===== src/rtl/hlflag_pkg.sv =====
package hlflag_pkg;
  // Condition byte layout; positions are fixed because downstream logic decodes them
  localparam int unsigned COND_W   = 8;
  localparam int unsigned BIT_SIGN = 7;
  localparam int unsigned BIT_ZERO = 6;
  localparam int unsigned BIT_RSV5 = 5;
  localparam int unsigned BIT_HALF = 4;
  localparam int unsigned BIT_RSV3 = 3;
  localparam int unsigned BIT_OVF  = 2;
  localparam int unsigned BIT_SUB  = 1;
  localparam int unsigned BIT_CRY  = 0;

  typedef enum logic {
    OP_ADC = 1'b0,
    OP_SBC = 1'b1
  } op_e;
endpackage


===== src/rtl/hlflag_arith.sv =====
module hlflag_arith #(
  parameter int unsigned W = 16
) (
  input  logic         op_sub,
  input  logic [W-1:0] a,
  input  logic [W-1:0] b,
  input  logic         cin,
  output logic [W:0]   wide
);
  import hlflag_pkg::*;

  logic [W:0] a_x, b_x, c_x;

  always_comb begin
    a_x = {1'b0, a};
    b_x = {1'b0, b};
    c_x = {{W{1'b0}}, cin};
    if (op_e'(op_sub) == OP_SBC) wide = a_x - b_x - c_x;
    else                         wide = a_x + b_x + c_x;
  end
endmodule


===== src/rtl/hlflag_cond.sv =====
module hlflag_cond #(
  parameter int unsigned W = 16
) (
  input  logic                              op_sub,
  input  logic [W-1:0]                      a,
  input  logic [W-1:0]                      b,
  input  logic [W:0]                        wide,
  output logic [hlflag_pkg::COND_W-1:0]     cond
);
  import hlflag_pkg::*;

  localparam int unsigned HALF_POS = W - 4;
  localparam int unsigned TOP_POS  = W - 1;

  logic [W-1:0] res, hmix, ov_add, ov_sub;
  logic         zf;

  always_comb begin
    res    = wide[W-1:0];
    hmix   = a ^ b ^ res;
    ov_add = (res ^ b) & (res ^ a);
    ov_sub = (a ^ res) & (a ^ b);
    zf     = (res == '0);
    cond             = '0;
    cond[BIT_CRY]    = wide[W];
    cond[BIT_SUB]    = op_sub;
    cond[BIT_OVF]    = op_sub ? ov_sub[TOP_POS] : ov_add[TOP_POS];
    cond[BIT_HALF]   = hmix[HALF_POS];
    cond[BIT_ZERO]   = zf;
    cond[BIT_SIGN]   = ~zf & res[TOP_POS];
    cond[BIT_RSV5]   = 1'b0;
    cond[BIT_RSV3]   = 1'b0;
  end
endmodule


===== src/rtl/hlflag_reg.sv =====
module hlflag_reg #(
  parameter int unsigned W = 16
) (
  input  logic         clk,
  input  logic         rst_n,
  input  logic         en,
  input  logic [W-1:0] d,
  output logic [W-1:0] q
);
  logic [W-1:0] q_nxt;

  always_comb begin
    q_nxt = q;
    if (en) q_nxt = d;
  end

  always_ff @(posedge clk or negedge rst_n) begin
    if (!rst_n) q <= '0;
    else        q <= q_nxt;
  end
endmodule


===== src/rtl/hlflag_unit.sv =====
module hlflag_unit #(
  parameter int unsigned W = 16
) (
  input  logic                          clk,
  input  logic                          rst_n,
  input  logic                          load,
  input  logic                          op_sub,
  input  logic [W-1:0]                  pair_in,
  input  logic [W-1:0]                  operand,
  input  logic [hlflag_pkg::COND_W-1:0] cond_in,
  output logic [W-1:0]                  pair_out,
  output logic [hlflag_pkg::COND_W-1:0] cond_out
);
  import hlflag_pkg::*;

  logic [W:0]        wide;
  logic [COND_W-1:0] cond_nxt;

  hlflag_arith #(.W(W)) u_arith (
    .op_sub (op_sub),
    .a      (pair_in),
    .b      (operand),
    .cin    (cond_in[BIT_CRY]),
    .wide   (wide)
  );

  hlflag_cond #(.W(W)) u_cond (
    .op_sub (op_sub),
    .a      (pair_in),
    .b      (operand),
    .wide   (wide),
    .cond   (cond_nxt)
  );

  hlflag_reg #(.W(W)) u_pair_q (
    .clk   (clk),
    .rst_n (rst_n),
    .en    (load),
    .d     (wide[W-1:0]),
    .q     (pair_out)
  );

  hlflag_reg #(.W(COND_W)) u_cond_q (
    .clk   (clk),
    .rst_n (rst_n),
    .en    (load),
    .d     (cond_nxt),
    .q     (cond_out)
  );
endmodule


===== config.mk =====
export PLATFORM = sky130hd
export DESIGN_NAME = hlflag_unit
export DESIGN_NICKNAME = d
export VERILOG_FILES = /design/src/rtl/hlflag_pkg.sv /design/src/rtl/hlflag_arith.sv /design/src/rtl/hlflag_cond.sv /design/src/rtl/hlflag_reg.sv /design/src/rtl/hlflag_unit.sv
export SDC_FILE = /design/constraint.sdc
export NUM_CORES = 1
export LEC_CHECK = 0
export BUFFER_PORTS_ARGS = -buffer_cell sky130_fd_sc_hd__buf_4
export CAP_MARGIN = 20
export CELL_PAD_IN_SITES_DETAIL_PLACEMENT = 1
export CELL_PAD_IN_SITES_GLOBAL_PLACEMENT = 2
export CORE_MARGIN = 2
export CORE_UTILIZATION = 36
export DETAILED_ROUTE_END_ITERATION = 12
export HOLD_SLACK_MARGIN = 0.15
export PLACE_DENSITY_LB_ADDON = 0.1
export SLEW_MARGIN = 10
export SYNTH_ARGS = -nofsm -noshare
export SYNTH_HDL_FRONTEND = slang
export SYNTH_HIERARCHICAL = 1
export SYNTH_SLANG_ARGS = --single-unit
export TNS_END_PERCENT = 5

===== constraint.sdc =====
create_clock -name clk -period 1.5 [get_ports clk]
set_input_delay 0.45 -clock clk [delete_from_list [all_inputs] [get_ports clk]]
set_output_delay 0.45 -clock clk [all_outputs]
set_load 0.03 [all_outputs]

==> results of run 1 <==
==> stage by stage <==
stage	instances	cell area, µm²	setup slack [ps]	hold WS [ps]
after global placement	606	4650	-1710	355
after floorplan	346	3360	-1420	154
after detailed placement	606	4650	-1810	367
after CTS	612	4850	-1360	518
after global routing	613	4910	-1530	549
final	613	4910	-1380	521
==> placed cells by master, fill, tap and decap left out, drive strengths merged, types with 4 or more instances in the layout <==
cell type,Yosys,final
nor2b,5,5
nor2,17,17
nor4,4,4
ha,45,45
o31ai,5,5
xor2,6,6
a211oi,4,4
o21ai,15,15
dfrtp,24,24
buf,10,169
a21oi,26,26
fa,4,4
a21o,7,7
nor3b,4,4
nand2b,5,5
mux2,25,25
inv,55,55
mux2i,9,9
nand3,5,5
nor3,6,6
nand2,13,13
xnor2,25,25
==> cell families after synthesis <==
logic type | count (synthesis) | share of synthesized area, %
compound gates | 73 | 16.1
xor+xnor | 31 | 8.69
fa+ha+maj | 49 | 20.6
buf+inv | 67 | 9.66
flops | 24 | 19.2
mux | 34 | 14.1
other cells | 1 | 0.120
simple gates | 66 | 11.5
==> worst min path at each step <==
stage	to	slack, ps	depth (start not counted)
4_1_cts	u_pair_q/q[1]$_DFFE_PN0P_	520	1
2_1_floorplan	u_cond_q/q[0]$_DFFE_PN0P_	150	0
3_3_place_gp	u_pair_q/q[0]$_DFFE_PN0P_	350	1
3_5_place_dp	u_pair_q/q[1]$_DFFE_PN0P_	370	1
5_1_grt	u_pair_q/q[7]$_DFFE_PN0P_	550	1
6_report	u_cond_q/q[0]$_DFFE_PN0P_	520	1
==> sequential cells by signal, summed over array words and instances, names as in the netlist <==
name        cells
u_pair_q/q     16
u_cond_q/q      8
==> per-layer routing <==
| layer | share of wire (%) | vias up | track usage [%] |
|---|---|---|---|
| li1 | - | 1486 | - |
| met1 | 43 | 1453 | 26.4 |
| met5 | 0 | - | 0 |
| met3 | 2.3 | 11 | 1.87 |
| met4 | 0.98 | 0 | 3.58 |
| met2 | 54 | 56 | 41.5 |
==> repair_timing <==
item / in CTS / in global routing
setup endpoints to repair: 21 / 21
hold endpoints to repair: 24 / 0
hold buffers: 1 / 0
buffers inserted: 1 / 1
gates resized for setup: 25 / 10
cloned: 0 / 0
pin swaps: 9 / 9
==> area by class of cell <==
type | instances | share of cell area, %
clock inverters | 1 | 0.612
clock buffers | 3 | 0.841
well taps | 105 | 2.68
flip-flops and latches | 24 | 12.2
multi-input cells | 255 | 52.8
inverters | 55 | 4.41
repair buffers | 170 | 26.5
==> report_power, final <==
group | total [mW] | internal [mW] | switching, mW
registers | 0.957 | 0.825 | 0.132
clock network | 0.566 | 0.357 | 0.209
logic | 3.06 | 1.55 | 1.51
==> results_dict.tcl, run 1 <==
set metrics [dict create \
    die_y_um 97.1 \
    die-area_mm2 0.00944 \
    cts_root_buf "clkbuf_8" \
    fin_util_pct 59.1 \
    fin_ws_ps -1380 \
    routed_wl_um 10200 \
    grt_pass1_vias 3456 \
    critPathTopFamily "simple AND/OR/NAND/NOR gates" \
    vdd_drop_max_v 0.000448 \
    async_reset_ff_share_pct 100 \
    multi_input_area_mm2 0.00259 \
    final_nets 602 \
    worstSkewPairLatency_ps 270 \
    cp-end-kind "register" \
    final_layout_size_suffix_gt1_share_pct 53.1 \
    drv_slew 0 \
    worstHoldStart "u_cond_q/q[0]$_DFFE_PN0P_" \
    synth_area_leaders "dfrtp_1, ha_1, mux2_4" \
    synth_edf_count 0 \
    clock-skew-final_ps 0 \
    h-tree-depth 1 \
    synth_top_area_cell "dfrtp_1" \
    first_iter_violations 80 \
    synth_area_mm2 0.00312 \
    setup_violations 21 \
    synth-main-ff-cell "dfrtp_1" \
    clock_path_buffers 2 \
    post-dp-hpwl_um 8170 \
    synth_seq_cells 24 \
    track_usage_pct 21.6 \
    pin_count 68 \
    port_buffers 60 \
    path_buf_inv 3 \
    path_cells "buf_6 > inv_4 > fa_2 > inv_2 > fa_2 > nor2b_4 > or2_1 > a211o_1 > a21oi_2 > o21ai_1 > xnor2_1 > mux2i_1 > nor4_1 > and4_1 > mux2_4" \
    syn_inst 345 \
    syn_avg_cell_area_um2 9.05 \
    path_clk_slew_ps 90 \
    core-area_mm2 0.00830 \
    initial_core_util_pct 37.6 \
    crit_required_ps 1660 \
    synth.top_cell.area_share_pct 19.2 \
    yosysUniqueCellTypes 50 \
    fin_crit_ps 2880 \
    fillCellCount 952 \
    regArea_um2 601 \
    grt_max_degree 25 \
    rows 33 \
    crit_top_cell "fa_2" \
    antenna_cells 0 \
    reg2reg_to "u_pair_q/q[11]$_DFFE_PN0P_" \
    worst_ep_arrival_time_ps 3040 \
    rrSetupSlack_ps 690 \
    drt-pass1-iter-count 4 \
    ys_warn_count 6 \
    place.gp.congestion 0.866 \
    route.detailed.drc 0 \
    outcome "complete, but fails checks" \
    slowest_stage "fa_2" \
    hp-class "reg -> reg" \
    grt_first_pass_wirelength_um 16800 \
    setup.worst_path.start_class "primary input" \
    drv_cap 0 \
    clock.fmax_mhz 347 \
    crit_path_max_fanout 2 \
    cts_tree "built" \
    power_leakage_nw 2.45 \
    cpPeakStageDelay_ps 340 \
    synth_most_common_cell "inv_1" \
    startpoint "pair_in[0]" \
    critPathCapture "u_cond_q/q[6]$_DFFE_PN0P_" \
    rsz0062_at_grt "true" \
    die_w_um 97.1 \
    power_density_mw_per_mm2 934 \
    drtAntennaViolNets 0 \
    viasPerCell 4.90 \
    reg2reg_depth 1 \
    finalPower_mw 4.58 \
    finalCritPeriodShare_pct 192 \
    cts_made_buffers 3 \
    reg2reg_from "u_pair_q/q[11]$_DFFE_PN0P_" \
    failed_checks "negative setup slack" \
    area_delta_synth_final_pct 57.2 \
    yosys-top-cells-count "inv_1, ha_1, a21oi_1, xnor2_1, dfrtp_1" \
    antenna_found_initial 0 \
    critPathKind "in -> reg" \
    clock_sinks 24 \
    synth.yosys.seq_area_share_pct 19.2 \
    tns_ps -20750 \
    overflow 0 \
    num_vias 3006 \
    crit_cells 15 \
    finalHoldViolCount 0 \
    wl_per_cell_um 16.6 \
]
No activity file was read; power rests on OpenSTA's default activity.
==> inputs of run 2 (changes only) <==
ABC_AREA = 1   (was not set)
CORE_UTILIZATION = 31   (was 36)
CTS_CLUSTER_DIAMETER = 30   (was not set)
SYNTH_HIERARCHICAL = not set   (was 1)
==> run 2 against run 1 <==
The run still ends with negative setup slack left. Non-clock buffer count is 13 lower. Worst setup slack better by 650 ps. Routed wire length up 14%. Critical endpoint is now u_cond_q.q[0]$_DFFE_PN0P_.
==> results_dict.tcl, run 2 <==
set metrics [dict create \
    h-tree-depth 1 \
    clock-skew-final_ps 0 \
    route.detailed.drc 0 \
    path_buf_inv 3 \
    grt_max_degree 23 \
    critPathKind "in -> reg" \
    first_iter_violations 142 \
    finalCritPeriodShare_pct 149 \
    synth_most_common_cell "nand2_1" \
    cts_root_buf "clkbuf_8" \
    synth.top_cell.area_share_pct 19.5 \
    finalHoldViolCount 0 \
    path_clk_slew_ps 80 \
    tns_ps -11800 \
    wl_per_cell_um 13.8 \
    drv_cap 0 \
    reg2reg_depth 1 \
    die_w_um 107 \
    synth_top_area_cell "nand2_1" \
    final_common_cell "buf_4" \
    synth_area_mm2 0.00326 \
    final_layout_size_suffix_gt1_share_pct 36.5 \
    drtAntennaViolNets 0 \
    overflow 0 \
    rsz0062_at_grt "true" \
    crit_required_ps 1660 \
    critPathTopFamily "simple AND/OR/NAND/NOR gates" \
    timing.hold.ws_ps 479 \
    rrSetupSlack_ps 820 \
    antenna_cells 0 \
    top_register "u_pair_q.q" \
    async_reset_ff_share_pct 100 \
    ys_warn_count 0 \
    failed_checks "negative setup slack" \
    clock.fmax_mhz 448 \
    track_usage_pct 20.7 \
    rows 37 \
    place.gp.congestion 0.872 \
    pin_count 68 \
    cp-end-kind "register" \
    cts_made_buffers 3 \
    final_nets 792 \
    yosys-top-cells-count "nand2_1, inv_1, nand3_1" \
    crit_top_cell "nand2_2" \
    worst_ep_arrival_time_ps 2390 \
    worstSkewPairLatency_ps 260 \
    setup_violations 21 \
    syn_inst 545 \
    largest_register_ffs 16 \
    vdd_drop_max_v 0.000484 \
    synth.yosys.seq_area_share_pct 16.9 \
    synth_area_leaders "nand2_1, ha_1, dfrtp_1" \
    yosysUniqueCellTypes 32 \
    grt_first_pass_wirelength_um 19100 \
    outcome "complete, but fails checks" \
    synth_seq_cells 22 \
    clock_path_buffers 2 \
    cts_tree "built" \
    drt-pass1-iter-count 4 \
    top_regs "u_pair_q.q x16, u_cond_q.q x6" \
    synth_edf_count 0 \
    core-area_mm2 0.0103 \
    num_vias 3881 \
    fin_crit_ps 2230 \
    cpPeakStageDelay_ps 410 \
    clock_sinks 22 \
    viasPerCell 4.65 \
    routed_wl_um 11500 \
    path_cells "buf_6 > inv_4 > fa_2 > fa_2 > inv_2 > nand2_1 > nand2_2 > nand2_4 > nand3_2 > nand2_2 > nand2_2 > nand2_2 > nand2_2 > nand4_1 > nand3_2 > nand2_1 > nand2_1 > nand2_1" \
    layout_common_cells "buf_4, nand2_1, inv_1" \
    port_buffers 58 \
    area_delta_synth_final_pct 52.6 \
    fin_ws_ps -731 \
    crit_cells 18 \
    drv_slew 0 \
    grt_pass1_vias 4040 \
    syn_avg_cell_area_um2 5.98 \
    power_density_mw_per_mm2 732 \
    initial_core_util_pct 31.7 \
    post-dp-hpwl_um 10000 \
    setup.worst_path.start_class "primary input" \
    die_y_um 107 \
    hold_depth 2 \
    antenna_found_initial 0 \
    finalPower_mw 3.64 \
    slowest_stage "fa_2" \
    synth-main-ff-cell "dfrtp_1" \
    hp-class "reg -> reg" \
    power_leakage_nw 2.79 \
    crit_path_max_fanout 3 \
    die-area_mm2 0.0114 \
]
[run 2: final timing paths]
kind / start / to
worst max-delay path: operand[0] / u_cond_q.q[0]$_DFFE_PN0P_
worst min-delay path: u_cond_q.q[6]$_DFFE_PN0P_ / u_cond_q.q[6]$_DFFE_PN0P_
worst max register to register: u_pair_q.q[14]$_DFFE_PN0P_ / u_pair_q.q[14]$_DFFE_PN0P_
worst min register to register: u_cond_q.q[6]$_DFFE_PN0P_ / u_cond_q.q[6]$_DFFE_PN0P_
max in group asynchronous: rst_n / u_pair_q.q[10]$_DFFE_PN0P_
min in group asynchronous: rst_n / u_pair_q.q[9]$_DFFE_PN0P_
[run 2: kinds of logic after synthesis]
group	after synthesis	synth area share, %
buffers and inverters	119	14.1
and+or+nand+nor	300	39.3
AOI/OAI and AO/OA	53	9.56
other	1	0.115
DFF	22	16.9
adders and majority gates	49	19.7
xor gates and xnor gates	1	0.269
[run 2: through the flow]
stage | std cells | utilization (%) | area (µm²) | worst slack, ps
2_1_floorplan | 546 | - | 3280 | -709
3_3_place_gp | 825 | 44.4 | 4560 | -1060
3_5_place_dp | 825 | 44.4 | 4560 | -1110
4_1_cts | 830 | 46.6 | 4790 | -766
5_1_grt | 834 | 48.4 | 4980 | -868
6_report | 834 | 48.4 | 4980 | -731
[run 2: final cells by class]
class                      instances  area, µm²
clock buffer                       4       55.1
inverter                         110        415
fill                            1395       5300
timing repair buffer             157       1200
tap                              136        170
sequential                        22        551
multi-input combinational        405       2580
[run 2: routing by layer]
layer	up-vias	routed length, µm	GRT usage, %
met1	1815	5670	28.8
met3	11	235	0.797
li1	2004	-	-
met5	-	0	0
met2	51	5470	35.4
met4	0	167	5.19
[run 2: timing repair]
action                     in CTS  in global routing
hold buffers                    1                  0
hold endpoints to repair       22                  0
pin swaps                      29                 21
gates resized for setup        49                 38
setup buffers                   0                  4
gates cloned                    0                  0
setup endpoints to repair      21                 21
[run 2: power breakdown]
| group | switching (mW) | internal [mW] |
|---|---|---|
| logic | 1.40 | 1.08 |
| clock network | 0.184 | 0.234 |
| registers | 0.0563 | 0.692 |
| total | 1.64 | 2.00 |
